## src/rtl/sclk_hold_pkg.sv

```systemverilog
// Package: shared types for the serial-clock hold sequencer.
// Assumes: nothing beyond IEEE 1800-2017.
package sclk_hold_pkg;

    // Sequencer operating state
    typedef enum logic [1:0] {
        ST_RUN  = 2'd0,
        ST_SYNC = 2'd1,
        ST_PDN  = 2'd2
    } seq_state_t;

endpackage

```

## src/rtl/sqh_frame_timer.sv

```systemverilog
// Module: conversion frame timer.
// Counts FRAME_LEN system clocks per frame and flags the last cycle.
// Assumes: restart has priority over freeze; while frozen the count holds
// and no tick is produced.
module sqh_frame_timer #(
    parameter int FRAME_LEN = 384
) (
    input  logic clk,
    input  logic rst_n,
    input  logic restart,
    input  logic freeze,
    output logic tick
);
    localparam int CW = (FRAME_LEN > 1) ? $clog2(FRAME_LEN) : 1;
    localparam logic [CW-1:0] LAST = CW'(FRAME_LEN - 1);

    logic [CW-1:0] pos_q;

    // Last cycle of the frame, suppressed while frozen
    always_comb tick = (pos_q == LAST) && !freeze;

    // Position inside the current frame
    always_ff @(posedge clk) begin
        if (!rst_n || restart) begin
            pos_q <= '0;
        end else if (!freeze) begin
            pos_q <= (pos_q == LAST) ? '0 : pos_q + 1'b1;
        end
    end
endmodule

```

## src/rtl/sqh_hold_counter.sv

```systemverilog
// Module: whole-frame high counter.
// Counts consecutive frames during which the level stayed high in every
// cycle; saturates at SAT_FRAMES, clears on a frame with any low cycle.
// Assumes: tick marks the final cycle of a frame.
module sqh_hold_counter #(
    parameter int SAT_FRAMES = 20
) (
    input  logic clk,
    input  logic rst_n,
    input  logic restart,
    input  logic tick,
    input  logic lvl,
    output logic [$clog2(SAT_FRAMES+1)-1:0] count
);
    localparam int NW = $clog2(SAT_FRAMES + 1);
    localparam logic [NW-1:0] SAT = NW'(SAT_FRAMES);

    logic all_high_q;
    logic frame_ok;

    // Frame counts only if every cycle so far, including this one, was high
    always_comb frame_ok = all_high_q && lvl;

    // High-tracking flag and saturating frame count
    always_ff @(posedge clk) begin
        if (!rst_n || restart) begin
            all_high_q <= 1'b1;
            count      <= '0;
        end else if (tick) begin
            all_high_q <= 1'b1;
            if (!frame_ok)
                count <= '0;
            else if (count != SAT)
                count <= count + 1'b1;
        end else begin
            all_high_q <= frame_ok;
        end
    end
endmodule

```

## src/rtl/sqh_fall_detect.sv

```systemverilog
// Module: falling-edge detector on an already synchronized level.
// Assumes: the level idles low, so the history register resets to 0.
module sqh_fall_detect (
    input  logic clk,
    input  logic rst_n,
    input  logic lvl,
    output logic fall
);
    logic lvl_q;

    // One cycle of level history
    always_ff @(posedge clk) begin
        if (!rst_n) lvl_q <= 1'b0;
        else        lvl_q <= lvl;
    end

    // High-to-low transition seen this cycle
    always_comb fall = lvl_q && !lvl;
endmodule

```

## src/rtl/sclk_hold_sequencer.sv

```systemverilog
// Module: serial-clock hold sequencer (top).
// Enters sync reset after SYNC_FRAMES whole high frames and power-down
// after PD_FRAMES; a falling serial clock edge releases both and restarts
// frame timing. Qualifies data-ready until SETTLE_FRAMES frames have passed.
// Assumes: sclk_lvl is synchronous to clk; PD_FRAMES > SYNC_FRAMES.
module sclk_hold_sequencer
    import sclk_hold_pkg::*;
#(
    parameter int FRAME_LEN     = 384,
    parameter int SYNC_FRAMES   = 4,
    parameter int PD_FRAMES     = 20,
    parameter int SETTLE_FRAMES = 5
) (
    input  logic clk,
    input  logic rst_n,
    input  logic sclk_lvl,
    output logic frame_start,
    output logic mod_reset,
    output logic pwr_down,
    output logic pin_force_en,
    output logic pin_force_val,
    output logic valid_gate
);
    localparam int NW = $clog2(PD_FRAMES + 1);
    localparam int SW = $clog2(SETTLE_FRAMES + 1);
    localparam logic [NW-1:0] SYNC_N   = NW'(SYNC_FRAMES);
    localparam logic [NW-1:0] PD_N     = NW'(PD_FRAMES);
    localparam logic [SW-1:0] SETTLE_N = SW'(SETTLE_FRAMES);

    seq_state_t    state_q;
    logic          pulse_q;
    logic [SW-1:0] settle_q;
    logic          tick;
    logic          fall;
    logic          restart;
    logic          freeze;
    logic [NW-1:0] hold_cnt;

    // Release only counts when a held state is active
    always_comb restart = fall && (state_q != ST_RUN);
    always_comb freeze  = (state_q == ST_PDN);

    sqh_frame_timer #(.FRAME_LEN(FRAME_LEN)) u_timer (
        .clk     (clk),
        .rst_n   (rst_n),
        .restart (restart),
        .freeze  (freeze),
        .tick    (tick)
    );

    sqh_hold_counter #(.SAT_FRAMES(PD_FRAMES)) u_hold (
        .clk     (clk),
        .rst_n   (rst_n),
        .restart (restart),
        .tick    (tick),
        .lvl     (sclk_lvl),
        .count   (hold_cnt)
    );

    sqh_fall_detect u_fall (
        .clk   (clk),
        .rst_n (rst_n),
        .lvl   (sclk_lvl),
        .fall  (fall)
    );

    // State sequencing; release outranks power-down entry
    always_ff @(posedge clk) begin
        if (!rst_n) begin
            state_q <= ST_RUN;
            pulse_q <= 1'b0;
        end else begin
            pulse_q <= 1'b0;
            unique case (state_q)
                ST_RUN: begin
                    if (hold_cnt >= SYNC_N) begin
                        state_q <= ST_SYNC;
                        pulse_q <= 1'b1;
                    end
                end
                ST_SYNC: begin
                    if (fall)                  state_q <= ST_RUN;
                    else if (hold_cnt >= PD_N) state_q <= ST_PDN;
                end
                ST_PDN: begin
                    if (fall) state_q <= ST_RUN;
                end
                default: state_q <= ST_RUN;
            endcase
        end
    end

    // Settling frames remaining before data-ready may be qualified
    always_ff @(posedge clk) begin
        if (!rst_n || restart)
            settle_q <= SETTLE_N;
        else if (tick && state_q == ST_RUN && settle_q != '0)
            settle_q <= settle_q - 1'b1;
    end

    // Output decode
    always_comb begin
        frame_start   = tick;
        mod_reset     = (state_q != ST_RUN);
        pwr_down      = (state_q == ST_PDN);
        pin_force_en  = (state_q != ST_RUN);
        pin_force_val = !pulse_q;
        valid_gate    = (state_q == ST_RUN) && (settle_q == '0);
    end
endmodule

```

## config.mk

```make
export PLATFORM = sky130hd
export DESIGN_NAME = sclk_hold_sequencer
export DESIGN_NICKNAME = d
export VERILOG_FILES = /design/src/rtl/sclk_hold_pkg.sv /design/src/rtl/sqh_frame_timer.sv /design/src/rtl/sqh_hold_counter.sv /design/src/rtl/sqh_fall_detect.sv /design/src/rtl/sclk_hold_sequencer.sv
export SDC_FILE = /design/constraint.sdc
export NUM_CORES = 1
export LEC_CHECK = 0
export BUFFER_PORTS_ARGS = -buffer_cell sky130_fd_sc_hd__buf_2
export CAP_MARGIN = 40
export CORE_ASPECT_RATIO = 1.4
export CORE_UTILIZATION = 39
export CTS_BUF_LIST = sky130_fd_sc_hd__clkbuf_8
export CTS_CLUSTER_DIAMETER = 120
export DETAILED_ROUTE_END_ITERATION = 12
export PLACE_DENSITY = 0.53
export SLEW_MARGIN = 5
export SYNTH_ARGS = -nofsm -noshare
export SYNTH_HDL_FRONTEND = slang
export SYNTH_SLANG_ARGS = --single-unit
export TNS_END_PERCENT = 50
```

## constraint.sdc

```tcl
create_clock -name clk -period 4.9 [get_ports clk]
set_input_delay 0.245 -clock clk [delete_from_list [all_inputs] [get_ports clk]]
set_output_delay 0.245 -clock clk [all_outputs]
set_load 0.01 [all_outputs]
```

==> flow_summary.yaml, run 1 <==
critical_path:
  endpoint_kind: "output pin"
  worstPathMaxFanout: 11
  worstRegToRegCells: 5
  critical_path.slowest_cell: "or4_1"
  ff2ff_setup_slack_ps: 2820
  cp_data_arrival_time_ps: 2070
  worst-setup-path-type: "reg -> out"
  reg2reg_from: "u_timer.pos_q[0]"
  max_stage_delay_ps: 660
  path_cells: "ha_1 > nand2_1 > or4_1 > inv_1 > buf_2"
  cp-start-kind: "flip-flop"
  timing.rr.end: "u_hold.count[3]"
  crit_required_ps: 4660
flow_run:
  drv_cap: 0
final_layout:
  instances_no_fill: 169
  most-common-layout-cells: "22 x dfxtp_1, 13 x nor2_1, 12 x nand2_1"
  syn_to_final_growth_pct: 11.77
  antenna_cells: 0
  nNetsFinal: 144
  drive_above_1_share: 0.1185
  final_common_cell: "dfxtp_1"
  final_core_util: 0.4762
floorplanning:
  fp-row-count: 21
  coreArea_sq_um: 2470
  die_h_um: 63.46
  boundaryPins: 9
  fp.dieW_um: 45.90
  dieArea_sq_um: 2913
  initial_core_util: 0.4260
logic_synthesis:
  synth_fa_ha_area_frac: 0.05945
  synth-seq-cells: 22
  synth.top_cell.area_share: 0.4185
  synthTopCellsByArea: "dfxtp_1 42%, ha_1 5.9%, nor2_1 4.6%"
  synth.area.mux_share: 0.009512
  synth_seq_area_share: 0.4185
  synth_top_family_by_area: "simple AND/OR/NAND/NOR gates"
  synth_nets: 134
  synth_top_cell_by_area: "dfxtp_1"
  synth-compound-area-share: 0.09275
  synth_cells: 126
  yosys.area_share.simple: 0.3068
  synth_xor_area_frac: 0.05826
  syn_area_sq_um: 1052
  yosysWarnings: 0
  synthDistinctLibCells: 31
  avgSynthCellArea_sq_um: 8.351
routing:
  route.detailed.drc: 0
  vias: 850
  wl_per_cell_um: 10.92
  ant_nets: 0
  first_pass_iters: 3
  totalWireLength_um: 1845
  drt_iter0_markers: 13
  viasPerCell: 5.030
place:
  dp_hpwl_um: 1390
  portBuffers: 8
  dp.cells: 165
  gp_congestion: 0.7153
global_routing:
  grt_pass1_vias: 842
  overflow: 0
  grt.total_usage: 0.1547
  grt_pass1_wl_um: 3374
  antenna_found_initial: 0
  grt_max_degree: 13
sta:
  clock_skew_ps: 0.9064
  slew_headroom: 0.7686
  finalCritPeriodShare: 0.4730
  rsz0062_at_grt: "no"
  fin_setup_tns_ps: 0
  max_freq_mhz: 431.5
  worst_pin_slew_ps: 342.2
  layout_min_cycle_time_ps: 2318
  hold_viol: 0
  timing.final.max_slew_violations: 0
  finalSetupViolCount: 0
power:
  p_leak_uw: 0.0004707
  total_power_uw: 326.6
  powerDensity_nw_per_um2: 277.7
  ir_drop_uv: 131.6
cts:
  clk_latency_ps: 260
  clock_sinks: 22
  clk_pin_slew_worst_paths_ps: 80
  cts_tree: "yes"
  clock_path_buffers: 2
  cts_setup_buffers: 0
  cts_root_buf: "clkbuf_8"
  cts_hold_buf: 0
  cts_max_level: 1
  cts_buffers: 3
  cts_resized: 0
outcome:
  status: "complete, no violations"
hold_path:
  hp-start: "sclk_lvl"
  hp-class: "in -> reg"
  min_to: "u_fall.lvl_q"
  whs_path_depth: 2
==> cells by family (layout without fill, tap and decap cells) <==
| kind of cell | Yosys count | count (layout) |
|---|---|---|
| AND/OR/NAND/NOR | 60 | 60 |
| XOR/XNOR | 7 | 7 |
| AO/OA/AOI/OAI | 18 | 18 |
| flip-flops | 22 | 22 |
| multiplexers | 1 | 1 |
| buffers and inverters | 13 | 22 |
| adder cells (fa/ha/maj) | 5 | 5 |
==> Yosys cell counts, drive strengths merged <==
cell type / count
o21ai: 6
ha: 5
and4: 1
a211oi: 1
and3: 1
nand2b: 4
or3b: 1
buf: 3
nor2: 13
nor2b: 1
nor3b: 1
mux2i: 1
inv: 9
nor3: 5
nor4b: 2
xnor2: 5
nand2: 12
or4: 3
a21oi: 8
xor2: 2
clkbuf: 1
a21o: 1
dfxtp: 22
and2: 5
a31oi: 2
or2b: 1
nand3: 6
nand4: 4
==> worst max path at each step <==
stage | slack (ps) | to | startpoint
2_1_floorplan | 2970 | u_hold.count[3] | u_timer.pos_q[0]
3_3_place_gp | 2880 | u_hold.count[3] | u_timer.pos_q[0]
3_5_place_dp | 2840 | u_hold.count[3] | u_timer.pos_q[0]
4_1_cts | 2570 | frame_start | u_timer.pos_q[0]
5_1_grt | 2450 | frame_start | u_timer.pos_q[0]
6_report | 2580 | frame_start | u_timer.pos_q[0]
==> state kept, by name (all words and copies together) (netlist names) <==
signal,count
settle_q,3
state_q,2
u_hold.all_high_q,1
pulse_q,1
u_fall.lvl_q,1
u_hold.count,5
u_timer.pos_q,9
==> power breakdown <==
group          total, uW  internal, uW  switching (uW)
Clock                129          71.5            57.1
Sequential           184           182            2.42
Combinational       13.7          5.84            7.88
Total                327           259            67.4
==> metrics by stage <==
| step | hold slack (ps) | cell area (sq um) | setup WS, ps |
|---|---|---|---|
| 6_report | 230.1 | 1176 | 2582 |
| 5_1_grt | 241.7 | 1176 | 2448 |
| 4_1_cts | 222.3 | 1176 | 2569 |
| 3_5_place_dp | 476.6 | 1121 | 2841 |
| 3_3_place_gp | 459.3 | 1121 | 2880 |
| 2_1_floorplan | 358.8 | 1052 | 2970 |
==> worst max-delay path, delay by kind of cell (launching register included) <==
family,cells,cell delay [ps]
AND/OR/NAND/NOR,2,750
adder cells (fa/ha/maj),1,200
flip-flops,1,370
buffers and inverters,2,480
==> metal layers <==
layer / vias up / track usage / share of wire
li1: 444 / - / -
met1: 401 / 0.1776 / 0.47
met2: 3 / 0.2570 / 0.51
met3: 2 / 0.02579 / 0.014
met4: 0 / 0.08456 / 0.012
met5: - / 0 / 0
==> area by class of cell <==
cell class / count / area (sq um)
timing repair buffer: 9 / 47.55
sequential: 22 / 440.4
multi-input combinational: 91 / 554.3
inverter: 9 / 36.28
tap: 34 / 42.54
fill: 267 / 1294
clock buffer: 4 / 55.05
No activity file was read; power rests on OpenSTA's default activity.
==> run 2: changes to the inputs <==
--- a/config.mk
+++ b/config.mk
@@ -12,7 +12,7 @@
 export CTS_BUF_LIST = sky130_fd_sc_hd__clkbuf_8
 export CTS_CLUSTER_DIAMETER = 120
 export DETAILED_ROUTE_END_ITERATION = 12
-export PLACE_DENSITY = 0.53
+export PLACE_DENSITY = 0.55
 export SLEW_MARGIN = 5
 export SYNTH_ARGS = -nofsm -noshare
 export SYNTH_HDL_FRONTEND = slang
==> constraint.sdc (replaced) <==
create_clock -name clk -period 2.1 [get_ports clk]
set_input_delay 0.105 -clock clk [delete_from_list [all_inputs] [get_ports clk]]
set_output_delay 0.105 -clock clk [all_outputs]
set_load 0.01 [all_outputs]
==> flow_summary.yaml, run 2 (synthesis results as in run 1) <==
outcome:
  status: "complete, no violations"
critical_path:
  worstPathMaxFanout: 8
  endpoint_kind: "flip-flop"
  cp_data_arrival_time_ps: 2140
  path_cells: "nand2b_4 > inv_4 > or4_4 > or4_1 > a21oi_1"
  max_stage_delay_ps: 580
  cp-start-kind: "flip-flop"
  critical-path-top-delay-family: "simple AND/OR/NAND/NOR gates"
  worst-setup-path-type: "reg -> reg"
  path_buf_inv: 1
  crit_required_ps: 2300
  critical_path.slowest_cell: "or4_4"
cts:
  clock_path_buffers: 2
  clk_pin_slew_worst_paths_ps: 80
  cts_hold_buf: 0
  cts_root_buf: "clkbuf_8"
  cts_max_level: 1
  clock_sinks: 22
  clk_latency_ps: 260
  cts_tree: "yes"
  cts_buffers: 3
  cts_setup_buffers: 0
global_routing:
  grt.total_usage: 0.1517
  antenna_found_initial: 0
  grt_max_degree: 13
  overflow: 0
  grt_pass1_vias: 827
  grt_pass1_wl_um: 3332
routing:
  wl_per_cell_um: 11.22
  route.detailed.drc: 0
  vias: 863
  viasPerCell: 5.076
  totalWireLength_um: 1907
  drt_iter0_markers: 16
  first_pass_iters: 4
  ant_nets: 0
place:
  portBuffers: 8
  gp_congestion: 0.7663
  dpl_cell_area_sq_um: 1129
  dp_hpwl_um: 1449
power:
  sw_frac_of_total: 0.2077
  clkPwrFrac: 0.394
  p_leak_uw: 0.0004742
  powerDensity_nw_per_um2: 642.5
  ir_drop_uv: 413.2
  power_frac_seq: 0.563
  comb_power_share: 0.042
  power.internal_uw: 605.1
  switching_power_uw: 158.6
sta:
  worst_pin_slew_ps: 382.4
  timing.final.max_slew_violations: 0
  hold_viol: 0
  finalCritPeriodShare: 0.9244
  finalSetupViolCount: 0
  slew_headroom: 0.7415
  fin_setup_tns_ps: 0
  rsz0062_at_grt: "no"
  max_freq_mhz: 515.1
  layout_min_cycle_time_ps: 1941
  clock_skew_ps: 1.719
floorplanning:
  fp-row-count: 21
  die_h_um: 63.46
  fp.dieW_um: 45.90
  coreArea_sq_um: 2470
  boundaryPins: 9
  initial_core_util: 0.4260
  dieArea_sq_um: 2913
final_layout:
  syn_to_final_growth_pct: 12.96
  most-common-layout-cells: "21 x dfxtp_1, 13 x nor2_1, 12 x nand2_1, 8 x a21oi_1, 8 x buf_2"
  drive_above_1_share: 0.1471
  nNetsFinal: 145
  top_regs: "u_timer.pos_q (9), u_hold.count (5), settle_q (3)"
  antenna_cells: 0
  final_common_cell: "dfxtp_1"
  fin_area_sq_um: 1189
  largest_register_ffs: 9
  top_register: "u_timer.pos_q"
flow_run:
  drv_cap: 0
hold_path:
  hp-class: "in -> reg"
-- run 2: metal layers --
metal	GRT usage	up-vias	part of all wire
li1	-	446	-
met5	0	-	0
met2	0.2641	5	0.53
met1	0.1696	410	0.45
met4	0.06618	0	0.0084
met3	0.02579	2	0.015
-- run 2: area by class of cell --
| class | count | area, sq um |
|---|---|---|
| fill | 266 | 1281 |
| multi-input combinational | 91 | 558.0 |
| sequential | 22 | 441.7 |
| clock buffer | 4 | 55.05 |
| timing repair buffer | 10 | 55.05 |
| tap | 34 | 42.54 |
| inverter | 9 | 36.28 |
-- run 2: per-stage QoR --
stage / hold WS (ps) / instances / setup WS (ps) / total power, uW / utilization
after floorplan: 218.8 / 126 / 169.9 / 461.0 / -
after global placement: 353.5 / 166 / 127.9 / 471.3 / 0.4569
after detailed placement: 358.6 / 166 / 70.31 / 472.5 / 0.4569
after CTS: 89.03 / 170 / 33.40 / 775.1 / 0.4792
after global routing: 88.51 / 170 / 8.860 / 802.0 / 0.4813
final: 87.67 / 170 / 158.8 / 763.7 / 0.4813
-- run 2: path summary, 6_finish.rpt --
check	cells after the start	slack, ps	endpoint	from
setup / recovery	5	160	u_hold.count[4]	state_q[0]
hold / removal	2	90	u_fall.lvl_q	sclk_lvl
hold reg to reg	2	480	u_timer.pos_q[1]	u_timer.pos_q[1]
setup reg to reg	5	160	u_hold.count[4]	state_q[0]
-- run 2: power by group through the flow --
stage | Clock (uW) | Sequential (uW) | Combinational, uW
3_3_place_gp | 0 | 439 | 31.9
2_1_floorplan | 0 | 439 | 22.4
5_1_grt | 334 | 432 | 36.4
6_report | 301 | 430 | 32.3
3_5_place_dp | 0 | 440 | 32.6
4_1_cts | 312 | 430 | 32.8
-- run 2: repair_timing --
item | in CTS | in global routing
pin swaps | 0 | 0
gates cloned | 0 | 0
endpoints found under the setup margin | 1 | 4
gates resized for setup | 1 | 2
